**config.mk**
```make
export PLATFORM = sky130hd
export DESIGN_NAME = irq_frame_seq
export DESIGN_NICKNAME = d
export VERILOG_FILES = /design/src/rtl/irq_frame_pkg.sv /design/src/rtl/irq_frame_dp.sv /design/src/rtl/irq_frame_ctrl.sv /design/src/rtl/irq_frame_seq.sv
export SDC_FILE = /design/constraint.sdc
export NUM_CORES = 1
export LEC_CHECK = 0
export BUFFER_PORTS_ARGS = -buffer_cell sky130_fd_sc_hd__buf_4
export CORE_AREA = 2 2 254 256
export CTS_CLUSTER_DIAMETER = 100
export DETAILED_ROUTE_END_ITERATION = 7
export DIE_AREA = 0 0 256 258
export PLACE_DENSITY = 0.54
export SYNTH_ARGS = -nofsm -noshare
export SYNTH_HDL_FRONTEND = slang
export SYNTH_SLANG_ARGS = --single-unit
```
**constraint.sdc**
```tcl
create_clock -name clk -period 9.95 [get_ports clk]
set_input_delay 0.995 -clock clk [delete_from_list [all_inputs] [get_ports clk]]
set_output_delay 0.995 -clock clk [all_outputs]
set_load 0.03 [all_outputs]
```
**src/rtl/irq_frame_pkg.sv**
```systemverilog
package irq_frame_pkg;
  localparam int WORD_W     = 32;
  localparam int SEL_W      = 16;
  localparam int HALF_W     = WORD_W / 2;
  localparam int NUM_RINGS  = 3;
  localparam int SLOT_COUNT = 10;
  localparam int SLOT_W     = $clog2(SLOT_COUNT);

  localparam int FLAG_TF = 8;
  localparam int FLAG_IF = 9;
  localparam int FLAG_NT = 14;
  localparam int FLAG_VM = 17;

  // Frame word slots, numbered in push order.
  typedef enum logic [SLOT_W-1:0] {
    SLOT_GS    = 4'd0,
    SLOT_FS    = 4'd1,
    SLOT_DS    = 4'd2,
    SLOT_ES    = 4'd3,
    SLOT_OLDSS = 4'd4,
    SLOT_OLDSP = 4'd5,
    SLOT_FLAGS = 4'd6,
    SLOT_CS    = 4'd7,
    SLOT_IP    = 4'd8,
    SLOT_ERR   = 4'd9
  } slot_e;

  typedef struct packed {
    logic capture;
    logic advance;
  } dp_strobe_t;
endpackage

```
**src/rtl/irq_frame_dp.sv**
```systemverilog
module irq_frame_dp
  import irq_frame_pkg::*;
(
  input  logic                             clk,
  input  logic                             rstN,
  input  dp_strobe_t                       strobe,
  input  slot_e                            slot,
  input  logic                             protMode,
  input  logic [1:0]                       gateKind,
  input  logic [SEL_W-1:0]                 gateSel,
  input  logic [WORD_W-1:0]                gateOff,
  input  logic [WORD_W-1:0]                ivtEntry,
  input  logic [SEL_W-1:0]                 oldCs,
  input  logic [WORD_W-1:0]                oldEip,
  input  logic [WORD_W-1:0]                oldFlags,
  input  logic [SEL_W-1:0]                 oldSs,
  input  logic [WORD_W-1:0]                oldEsp,
  input  logic [1:0]                       oldCpl,
  input  logic [SEL_W-1:0]                 dsSel,
  input  logic [SEL_W-1:0]                 esSel,
  input  logic [SEL_W-1:0]                 fsSel,
  input  logic [SEL_W-1:0]                 gsSel,
  input  logic [NUM_RINGS-1:0][SEL_W-1:0]  ringSs,
  input  logic [NUM_RINGS-1:0][WORD_W-1:0] ringSp,
  input  logic                             errValid,
  input  logic [WORD_W-1:0]                errCode,
  output logic [SLOT_COUNT-1:0]            slotMask,
  output logic [WORD_W-1:0]                pushData,
  output logic                             pushWide,
  output logic [WORD_W-1:0]                pushAddr,
  output logic [SEL_W-1:0]                 newCs,
  output logic [WORD_W-1:0]                newEip,
  output logic [WORD_W-1:0]                newFlags,
  output logic [SEL_W-1:0]                 newSs,
  output logic [WORD_W-1:0]                newEsp,
  output logic [1:0]                       newCpl,
  output logic                             nullDataSegs
);
  localparam logic [1:0]        TOP_RING    = 2'(NUM_RINGS - 1);
  localparam logic [WORD_W-1:0] STEP_WIDE   = WORD_W'(4);
  localparam logic [WORD_W-1:0] STEP_NARROW = WORD_W'(2);
  localparam int                PAD_W       = WORD_W - SEL_W;

  // Decode of the raw inputs, used only in the capture cycle.
  logic [1:0]        tgtRpl, ringIdx;
  logic              inVm, doSwitch, wideGate, trapGate;
  logic [SEL_W-1:0]  tgtSel;
  logic [WORD_W-1:0] tgtEip, ringSpPick, flagsNext;
  logic [SEL_W-1:0]  ringSsPick;
  logic [SLOT_COUNT-1:0] maskNext;

  always_comb begin
    tgtRpl   = gateSel[1:0];
    inVm     = protMode & oldFlags[FLAG_VM];
    doSwitch = protMode & ((oldCpl > tgtRpl) | oldFlags[FLAG_VM]);
    wideGate = protMode & gateKind[1];
    trapGate = protMode & gateKind[0];
    ringIdx  = (tgtRpl > TOP_RING) ? TOP_RING : tgtRpl;

    if (protMode) begin
      tgtSel = gateSel;
      tgtEip = wideGate ? gateOff : {oldEip[WORD_W-1:HALF_W], gateOff[HALF_W-1:0]};
    end else begin
      tgtSel = ivtEntry[WORD_W-1:HALF_W];
      tgtEip = {oldEip[WORD_W-1:HALF_W], ivtEntry[HALF_W-1:0]};
    end

    flagsNext          = oldFlags;
    flagsNext[FLAG_TF] = 1'b0;
    if (!trapGate) flagsNext[FLAG_IF] = 1'b0;
    if (protMode)  flagsNext[FLAG_NT] = 1'b0;
    if (doSwitch)  flagsNext[FLAG_VM] = 1'b0;

    maskNext             = '0;
    maskNext[SLOT_GS]    = inVm;
    maskNext[SLOT_FS]    = inVm;
    maskNext[SLOT_DS]    = inVm;
    maskNext[SLOT_ES]    = inVm;
    maskNext[SLOT_OLDSS] = doSwitch;
    maskNext[SLOT_OLDSP] = doSwitch;
    maskNext[SLOT_FLAGS] = 1'b1;
    maskNext[SLOT_CS]    = 1'b1;
    maskNext[SLOT_IP]    = 1'b1;
    maskNext[SLOT_ERR]   = protMode & errValid;
  end

  // Per-ring stack table lookup.
  always_comb begin
    ringSsPick = ringSs[0];
    ringSpPick = ringSp[0];
    for (int r = 1; r < NUM_RINGS; r++) begin
      if (ringIdx == 2'(r)) begin
        ringSsPick = ringSs[r];
        ringSpPick = ringSp[r];
      end
    end
  end

  // Captured frame contents.
  logic [SEL_W-1:0]  capGs, capFs, capDs, capEs, capSs, capCs;
  logic [WORD_W-1:0] capSp, capFlags, capEip, capErr;
  logic [WORD_W-1:0] stackPtr;
  logic              capWide;

  always_ff @(posedge clk or negedge rstN) begin
    if (!rstN) begin
      capGs        <= '0;
      capFs        <= '0;
      capDs        <= '0;
      capEs        <= '0;
      capSs        <= '0;
      capCs        <= '0;
      capSp        <= '0;
      capFlags     <= '0;
      capEip       <= '0;
      capErr       <= '0;
      capWide      <= 1'b0;
      slotMask     <= '0;
      stackPtr     <= '0;
      newCs        <= '0;
      newEip       <= '0;
      newFlags     <= '0;
      newSs        <= '0;
      newCpl       <= '0;
      nullDataSegs <= 1'b0;
    end else if (strobe.capture) begin
      capGs        <= gsSel;
      capFs        <= fsSel;
      capDs        <= dsSel;
      capEs        <= esSel;
      capSs        <= oldSs;
      capCs        <= oldCs;
      capSp        <= oldEsp;
      capFlags     <= oldFlags;
      capEip       <= oldEip;
      capErr       <= errCode;
      capWide      <= wideGate;
      slotMask     <= maskNext;
      stackPtr     <= doSwitch ? ringSpPick : oldEsp;
      newCs        <= tgtSel;
      newEip       <= tgtEip;
      newFlags     <= flagsNext;
      newSs        <= doSwitch ? ringSsPick : oldSs;
      newCpl       <= doSwitch ? tgtRpl : oldCpl;
      nullDataSegs <= inVm;
    end else if (strobe.advance) begin
      stackPtr <= pushAddr;
    end
  end

  // Word selection and narrowing.
  logic [WORD_W-1:0] rawWord;

  always_comb begin
    case (slot)
      SLOT_GS:    rawWord = {{PAD_W{1'b0}}, capGs};
      SLOT_FS:    rawWord = {{PAD_W{1'b0}}, capFs};
      SLOT_DS:    rawWord = {{PAD_W{1'b0}}, capDs};
      SLOT_ES:    rawWord = {{PAD_W{1'b0}}, capEs};
      SLOT_OLDSS: rawWord = {{PAD_W{1'b0}}, capSs};
      SLOT_OLDSP: rawWord = capSp;
      SLOT_FLAGS: rawWord = capFlags;
      SLOT_CS:    rawWord = {{PAD_W{1'b0}}, capCs};
      SLOT_IP:    rawWord = capEip;
      default:    rawWord = capErr;
    endcase
    pushData = capWide ? rawWord : {{HALF_W{1'b0}}, rawWord[HALF_W-1:0]};
    pushWide = capWide;
    pushAddr = stackPtr - (capWide ? STEP_WIDE : STEP_NARROW);
  end

  assign newEsp = stackPtr;

  // Each accepted push lowers the stack by exactly one word of the gate size.
  assert_stack_step_R6: assert property (@(posedge clk) disable iff (!rstN)
    strobe.advance |=> ($past(newEsp) - newEsp == (capWide ? STEP_WIDE : STEP_NARROW)));

  // Real-mode delivery is narrow and keeps the privilege level.
  assert_real_narrow_R9: assert property (@(posedge clk) disable iff (!rstN)
    (strobe.capture && !protMode) |=> (!pushWide && newCpl == $past(oldCpl)));

  // Trace flag always cleared; interrupt flag survives only through a trap gate.
  assert_flag_rules_R8: assert property (@(posedge clk) disable iff (!rstN)
    strobe.capture |=> (!newFlags[FLAG_TF] &&
      newFlags[FLAG_IF] == $past(oldFlags[FLAG_IF] && protMode && gateKind[0])));

  // Virtual-8086 entry always comes with a stack switch and a cleared VM flag.
  assert_vm_switch_R4: assert property (@(posedge clk) disable iff (!rstN)
    (strobe.capture && protMode && oldFlags[FLAG_VM]) |=>
      (nullDataSegs && slotMask[SLOT_OLDSS] && !newFlags[FLAG_VM]));
endmodule

```
**src/rtl/irq_frame_ctrl.sv**
```systemverilog
module irq_frame_ctrl
  import irq_frame_pkg::*;
(
  input  logic                  clk,
  input  logic                  rstN,
  input  logic                  start,
  input  logic [SLOT_COUNT-1:0] slotMask,
  input  logic                  pushAck,
  input  logic                  pushFault,
  output dp_strobe_t            strobe,
  output slot_e                 slot,
  output logic                  pushReq,
  output logic                  busy,
  output logic                  done,
  output logic                  fault
);
  typedef enum logic [2:0] {ST_IDLE, ST_PICK, ST_PUSH, ST_FIN, ST_ABORT} state_e;

  state_e            state;
  logic [SLOT_W-1:0] curSlot, firstIdx, nextIdx;
  logic              nextFound;

  // Lowest enabled slot overall, and lowest enabled slot above the current one.
  always_comb begin
    firstIdx  = '0;
    nextIdx   = '0;
    nextFound = 1'b0;
    for (int i = SLOT_COUNT - 1; i >= 0; i--) begin
      if (slotMask[i]) firstIdx = SLOT_W'(i);
      if (slotMask[i] && (SLOT_W'(i) > curSlot)) begin
        nextIdx   = SLOT_W'(i);
        nextFound = 1'b1;
      end
    end
  end

  always_ff @(posedge clk or negedge rstN) begin
    if (!rstN) begin
      state   <= ST_IDLE;
      curSlot <= '0;
    end else begin
      case (state)
        ST_IDLE: if (start) state <= ST_PICK;
        ST_PICK: begin
          curSlot <= firstIdx;
          state   <= ST_PUSH;
        end
        ST_PUSH: begin
          if (pushFault) begin
            state <= ST_ABORT;
          end else if (pushAck) begin
            if (nextFound) curSlot <= nextIdx;
            else           state   <= ST_FIN;
          end
        end
        default: state <= ST_IDLE;
      endcase
    end
  end

  always_comb begin
    pushReq        = (state == ST_PUSH);
    done           = (state == ST_FIN);
    fault          = (state == ST_ABORT);
    busy           = (state != ST_IDLE);
    slot           = slot_e'(curSlot);
    strobe.capture = (state == ST_IDLE) && start;
    strobe.advance = (state == ST_PUSH) && pushAck && !pushFault;
  end

  // Faulted push: abort pulse next, no further request.
  assert_abort_R11: assert property (@(posedge clk) disable iff (!rstN)
    (pushReq && pushFault) |=> (fault && !pushReq && !done));

  // Accepted push with more to go: next word comes later in the frame order.
  assert_order_R2: assert property (@(posedge clk) disable iff (!rstN)
    (pushReq && pushAck && !pushFault && nextFound) |=> (pushReq && curSlot > $past(curSlot)));

  // Unanswered push holds its slot.
  assert_hold_R10: assert property (@(posedge clk) disable iff (!rstN)
    (pushReq && !pushAck && !pushFault) |=> (pushReq && $stable(curSlot)));

  // Last acknowledged word: completion pulse, then idle.
  assert_finish_R12: assert property (@(posedge clk) disable iff (!rstN)
    (pushReq && pushAck && !pushFault && !nextFound) |=> (done ##1 !busy));
endmodule

```
**src/rtl/irq_frame_seq.sv**
```systemverilog
module irq_frame_seq
  import irq_frame_pkg::*;
(
  input  logic                             clk,
  input  logic                             rstN,
  input  logic                             start,
  input  logic                             protMode,
  input  logic [1:0]                       gateKind,
  input  logic [SEL_W-1:0]                 gateSel,
  input  logic [WORD_W-1:0]                gateOff,
  input  logic [WORD_W-1:0]                ivtEntry,
  input  logic [SEL_W-1:0]                 oldCs,
  input  logic [WORD_W-1:0]                oldEip,
  input  logic [WORD_W-1:0]                oldFlags,
  input  logic [SEL_W-1:0]                 oldSs,
  input  logic [WORD_W-1:0]                oldEsp,
  input  logic [1:0]                       oldCpl,
  input  logic [SEL_W-1:0]                 dsSel,
  input  logic [SEL_W-1:0]                 esSel,
  input  logic [SEL_W-1:0]                 fsSel,
  input  logic [SEL_W-1:0]                 gsSel,
  input  logic [NUM_RINGS-1:0][SEL_W-1:0]  ringSs,
  input  logic [NUM_RINGS-1:0][WORD_W-1:0] ringSp,
  input  logic                             errValid,
  input  logic [WORD_W-1:0]                errCode,
  input  logic                             pushAck,
  input  logic                             pushFault,
  output logic                             pushReq,
  output logic [WORD_W-1:0]                pushData,
  output logic                             pushWide,
  output logic [WORD_W-1:0]                pushAddr,
  output logic                             busy,
  output logic                             done,
  output logic                             fault,
  output logic [SEL_W-1:0]                 newCs,
  output logic [WORD_W-1:0]                newEip,
  output logic [WORD_W-1:0]                newFlags,
  output logic [SEL_W-1:0]                 newSs,
  output logic [WORD_W-1:0]                newEsp,
  output logic [1:0]                       newCpl,
  output logic                             nullDataSegs
);
  dp_strobe_t            strobe;
  slot_e                 slot;
  logic [SLOT_COUNT-1:0] slotMask;

  irq_frame_ctrl i_ctrl (
    .clk(clk), .rstN(rstN), .start(start), .slotMask(slotMask),
    .pushAck(pushAck), .pushFault(pushFault), .strobe(strobe), .slot(slot),
    .pushReq(pushReq), .busy(busy), .done(done), .fault(fault)
  );

  irq_frame_dp i_dp (
    .clk(clk), .rstN(rstN), .strobe(strobe), .slot(slot),
    .protMode(protMode), .gateKind(gateKind), .gateSel(gateSel), .gateOff(gateOff),
    .ivtEntry(ivtEntry), .oldCs(oldCs), .oldEip(oldEip), .oldFlags(oldFlags),
    .oldSs(oldSs), .oldEsp(oldEsp), .oldCpl(oldCpl), .dsSel(dsSel), .esSel(esSel),
    .fsSel(fsSel), .gsSel(gsSel), .ringSs(ringSs), .ringSp(ringSp),
    .errValid(errValid), .errCode(errCode), .slotMask(slotMask),
    .pushData(pushData), .pushWide(pushWide), .pushAddr(pushAddr),
    .newCs(newCs), .newEip(newEip), .newFlags(newFlags), .newSs(newSs),
    .newEsp(newEsp), .newCpl(newCpl), .nullDataSegs(nullDataSegs)
  );
endmodule

```
==> flow_metrics.py <==
metrics = {
    "setup_path": {
        "cpLargestDelayFamily": "simple AND/OR/NAND/NOR gates",
        "ff2ff_path_depth": 8,
        "r2r_slack_ns": 5.99,
        "cp-startpoint": "i_dp.pushWide",
        "worstSetupPathType": "reg2out",
        "slowest_stage": "nor3_1",
        "rr_startpoint": "i_dp.pushWide",
        "critPathMaxStageDelay_ns": 0.81,
        "crit_chain": "inv_1 -> ha_1 -> fa_1 -> or4b_1 -> nor3_1 -> nand4_1 -> xnor2_1 -> buf_4",
        "arrival_ns": 4.35,
        "endpoint_kind": "output port",
        "rr_endpoint": "i_dp.newEsp[25]",
        "crit_buf_inv": 2,
        "path_max_fanout": 12,
        "cp.depth": 8,
        "cp.required_ns": 8.96,
        "endpoint": "pushAddr[31]",
        "startpoint_type": "flip-flop",
    },
    "synthesis": {
        "synth_top_area_cell": "dfrtp_1",
        "synth_mux_area_share_pct": 8.46,
        "yosysWarnings": 0,
        "synth_compound_area_share_pct": 12.3,
        "ys_seq_elements": 337,
        "synth_edf_count": 0,
        "synth_ff_type": "dfrtp_1",
        "netlist_instances": 2102,
        "yosys.area_share.simple_pct": 24.3,
        "synthArstFlopShare_pct": 100,
        "synthXorXnorAreaFrac_pct": 1.54,
        "synth_area_leaders": "dfrtp_1 48%, nand2_1 18%, mux2i_1 7.5%",
        "post_synth.cell_area_avg_sq_um": 8.38,
        "ys_seq_area_share_pct": 47.9,
        "yosys.area.top_type_share_pct": 47.9,
        "synthAdderAreaFrac_pct": 0.455,
        "syn_area_sq_mm": 0.0176,
        "ys_types": 78,
        "synthesis.nets": 2566,
        "synth_top_family_by_area": "simple AND/OR/NAND/NOR gates",
    },
    "clock_tree": {
        "cts_buffers": 44,
        "cts_tree": "yes",
        "cts_sinks": 337,
        "insertion_delay_ns": 0.60,
        "hold_buffers": 0,
        "cts_max_level": 2,
        "ctsResizeCount": 0,
        "cts_buffer_depth": 3,
        "post_cts_buffers": 0,
        "clkTransAtPathRegs_ns": 0.06,
        "root_buffer": "clkbuf_16",
    },
    "grt": {
        "grt_use_total_pct": 24.3,
        "grt_pass1_wl_um": 120000,
        "grt_util_met3_pct": 5.91,
        "grt_pass1_vias": 17900,
        "antenna_found_initial": 5,
        "gr-usage-met2_pct": 39.9,
        "top_usage_layer": "met2",
        "use_met1_pct": 30.8,
        "grt_max_degree": 221,
        "grt_overflow": 0,
    },
    "timing": {
        "tightest_slew_ns": 1.30,
        "layout_setup_ws_ns": 4.60,
        "final-setup-viol-count": 0,
        "max_slew_margin_pct": 13.4,
        "fin_tns_setup_ns": 0,
        "rsz0062_at_grt": "false",
        "skew_ns": 0.0450,
        "max_freq_mhz": 187,
        "period_minus_slack_ns": 5.35,
        "maxSlewViolCount": 0,
        "hold_viol": 0,
        "period_share_pct": 53.7,
        "holdWs_ns": 0.470,
    },
    "finish": {
        "final_area_sq_mm": 0.0245,
        "stdcell_count": 3532,
        "seq_area_sq_mm": 0.00843,
        "multi_input_area_sq_mm": 0.00839,
        "nNetsFinal": 3108,
        "n_antenna_cell": 0,
        "drive_above_1_share_pct": 29.2,
        "syn_to_final_growth_pct": 39.3,
        "finish.utilization_pct": 38.5,
        "filler_cell_count": 6573,
    },
    "power_and_ir_drop": {
        "power.leakage_nw": 12.5,
        "fin_total_pwr_mw": 8.22,
        "cellPowerDensity_mw_per_mm2": 335,
        "peakVddDrop_mv": 0.168,
    },
    "placed_design": {
        "placed_area_sq_mm": 0.0231,
        "place_inst": 3453,
        "port_buffers": 657,
        "dp_hpwl_um": 62200,
        "place_ws_ns": 5.06,
        "place.gp.congestion": 0.929,
    },
    "routing": {
        "routed_via_density": 4.99,
        "wl_um": 82200,
        "drc": 0,
        "vias": 17600,
        "dr.pass1.iters": 8,
        "first_iter_violations": 1573,
        "ant_nets": 0,
        "wl_per_cell_um": 23.3,
    },
    "floorplanning": {
        "initial_utilization_pct": 27.7,
        "rows": 93,
        "die_w_um": 256,
        "die_y_um": 258,
        "dieArea_sq_mm": 0.0660,
        "ioPinCount": 659,
        "core_sq_mm": 0.0636,
    },
    "flow_run": {
        "maxCapViolCount": 0,
    },
    "outcome": {
        "status": "finished clean",
    },
    "hold_path": {
        "hold_path.class": "reg2reg",
    },
}
[sequential cells by signal (all words and copies together) (netlist names), 32 cells and up]
name / count
i_dp.capEip: 32
i_dp.newEip: 32
i_dp.capFlags: 32
i_dp.capErr: 32
i_dp.capSp: 32
i_dp.newEsp: 32
[per-layer routing]
layer | vias to the layer above | routed length [um]
li1 | 8150 | -
met5 | - | 32
met4 | 6 | 3230
met1 | 8548 | 33400
met2 | 758 | 39100
met3 | 146 | 6430
[tightest hold or removal path: stages, from the launching register on]
cell     delay [ns]
dfrtp_1        0.34
nand2_1        0.05
nand2_1        0.05
[layout by cell type (no fill, tap or decap), types with 6 or more instances in the layout]
cell,Yosys,routed
a211oi_1,14,14
a22oi_1,24,24
o21ai_0,159,159
a31oi_1,10,10
or4_1,6,6
nand2_1,857,856
a211o_1,7,7
buf_4,32,674
clkbuf_8,1,8
xor2_1,12,12
nor3_1,17,16
mux2_2,15,15
mux2i_1,132,132
clkbuf_1,122,11
a41oi_1,7,7
nand3_1,13,13
and2_1,12,12
xnor2_1,19,19
nor2b_1,6,6
nor4_1,16,15
nand4_1,10,10
inv_1,15,15
o211ai_1,7,7
a222oi_1,27,27
dfrtp_1,337,336
a21oi_1,36,36
clkinv_2,0,8
nor2_1,64,64
clkbuf_16,0,44
[where the power goes]
group          internal [mW]  switching (mW)
logic                   1.37            2.58
registers               2.03           0.595
clock network          0.962           0.675
[layout make-up]
cell class                 instances  share of cell area, %
sequential                       337                   34.4
multi-input combinational       1569                   34.2
timing repair buffer             677                   20.9
clock buffer                      63                   5.11
tap                              855                   4.36
clock inverter                    16                  0.882
inverter                          15                  0.230
[Yosys cell counts, types with 4 or more instances]
master,instances
nor4b_1,7
o211ai_1,7
nor3_1,17
o21ai_0,159
a21o_1,5
or4_1,6
mux2i_1,132
a22oi_1,24
nor2b_1,6
nor4_1,16
nand3_1,13
a221o_1,5
o22ai_1,4
a222oi_1,27
dfrtp_1,337
mux2_2,15
and2_1,12
nand2_1,857
xnor2_1,19
nand2b_1,4
nand4_1,10
nor2_1,64
clkbuf_1,122
nand3b_1,5
buf_1,23
a21oi_1,36
a41oi_1,7
a211oi_1,14
a211o_1,7
a31oi_1,10
ha_1,4
buf_4,32
or3_1,5
xor2_1,12
inv_1,15
[kinds of logic after synthesis]
group,after synthesis
other,1
DFF,337
buffers and inverters,196
AOI/OAI and AO/OA,338
xor gates and xnor gates,31
muxes,147
adders and majority gates,6
and+or+nand+nor,1046
[how the worst min path moves through the flow]
stage | slack (ns) | end | cells after the start | start
after floorplan | 0.44 | i_dp.capEip[13] | 2 | i_dp.capEip[13]
after global placement | 0.45 | i_dp.capEip[2] | 2 | i_dp.capEip[2]
after detailed placement | 0.46 | i_dp.capEip[7] | 2 | i_dp.capEip[7]
after CTS | 0.47 | i_dp.capDs[8] | 2 | i_dp.capDs[8]
after global routing | 0.49 | i_dp.capEip[13] | 2 | i_dp.capEip[13]
final | 0.47 | i_dp.newFlags[17] | 2 | i_dp.newFlags[17]
Note: power is estimated with default switching activity, not from simulation.
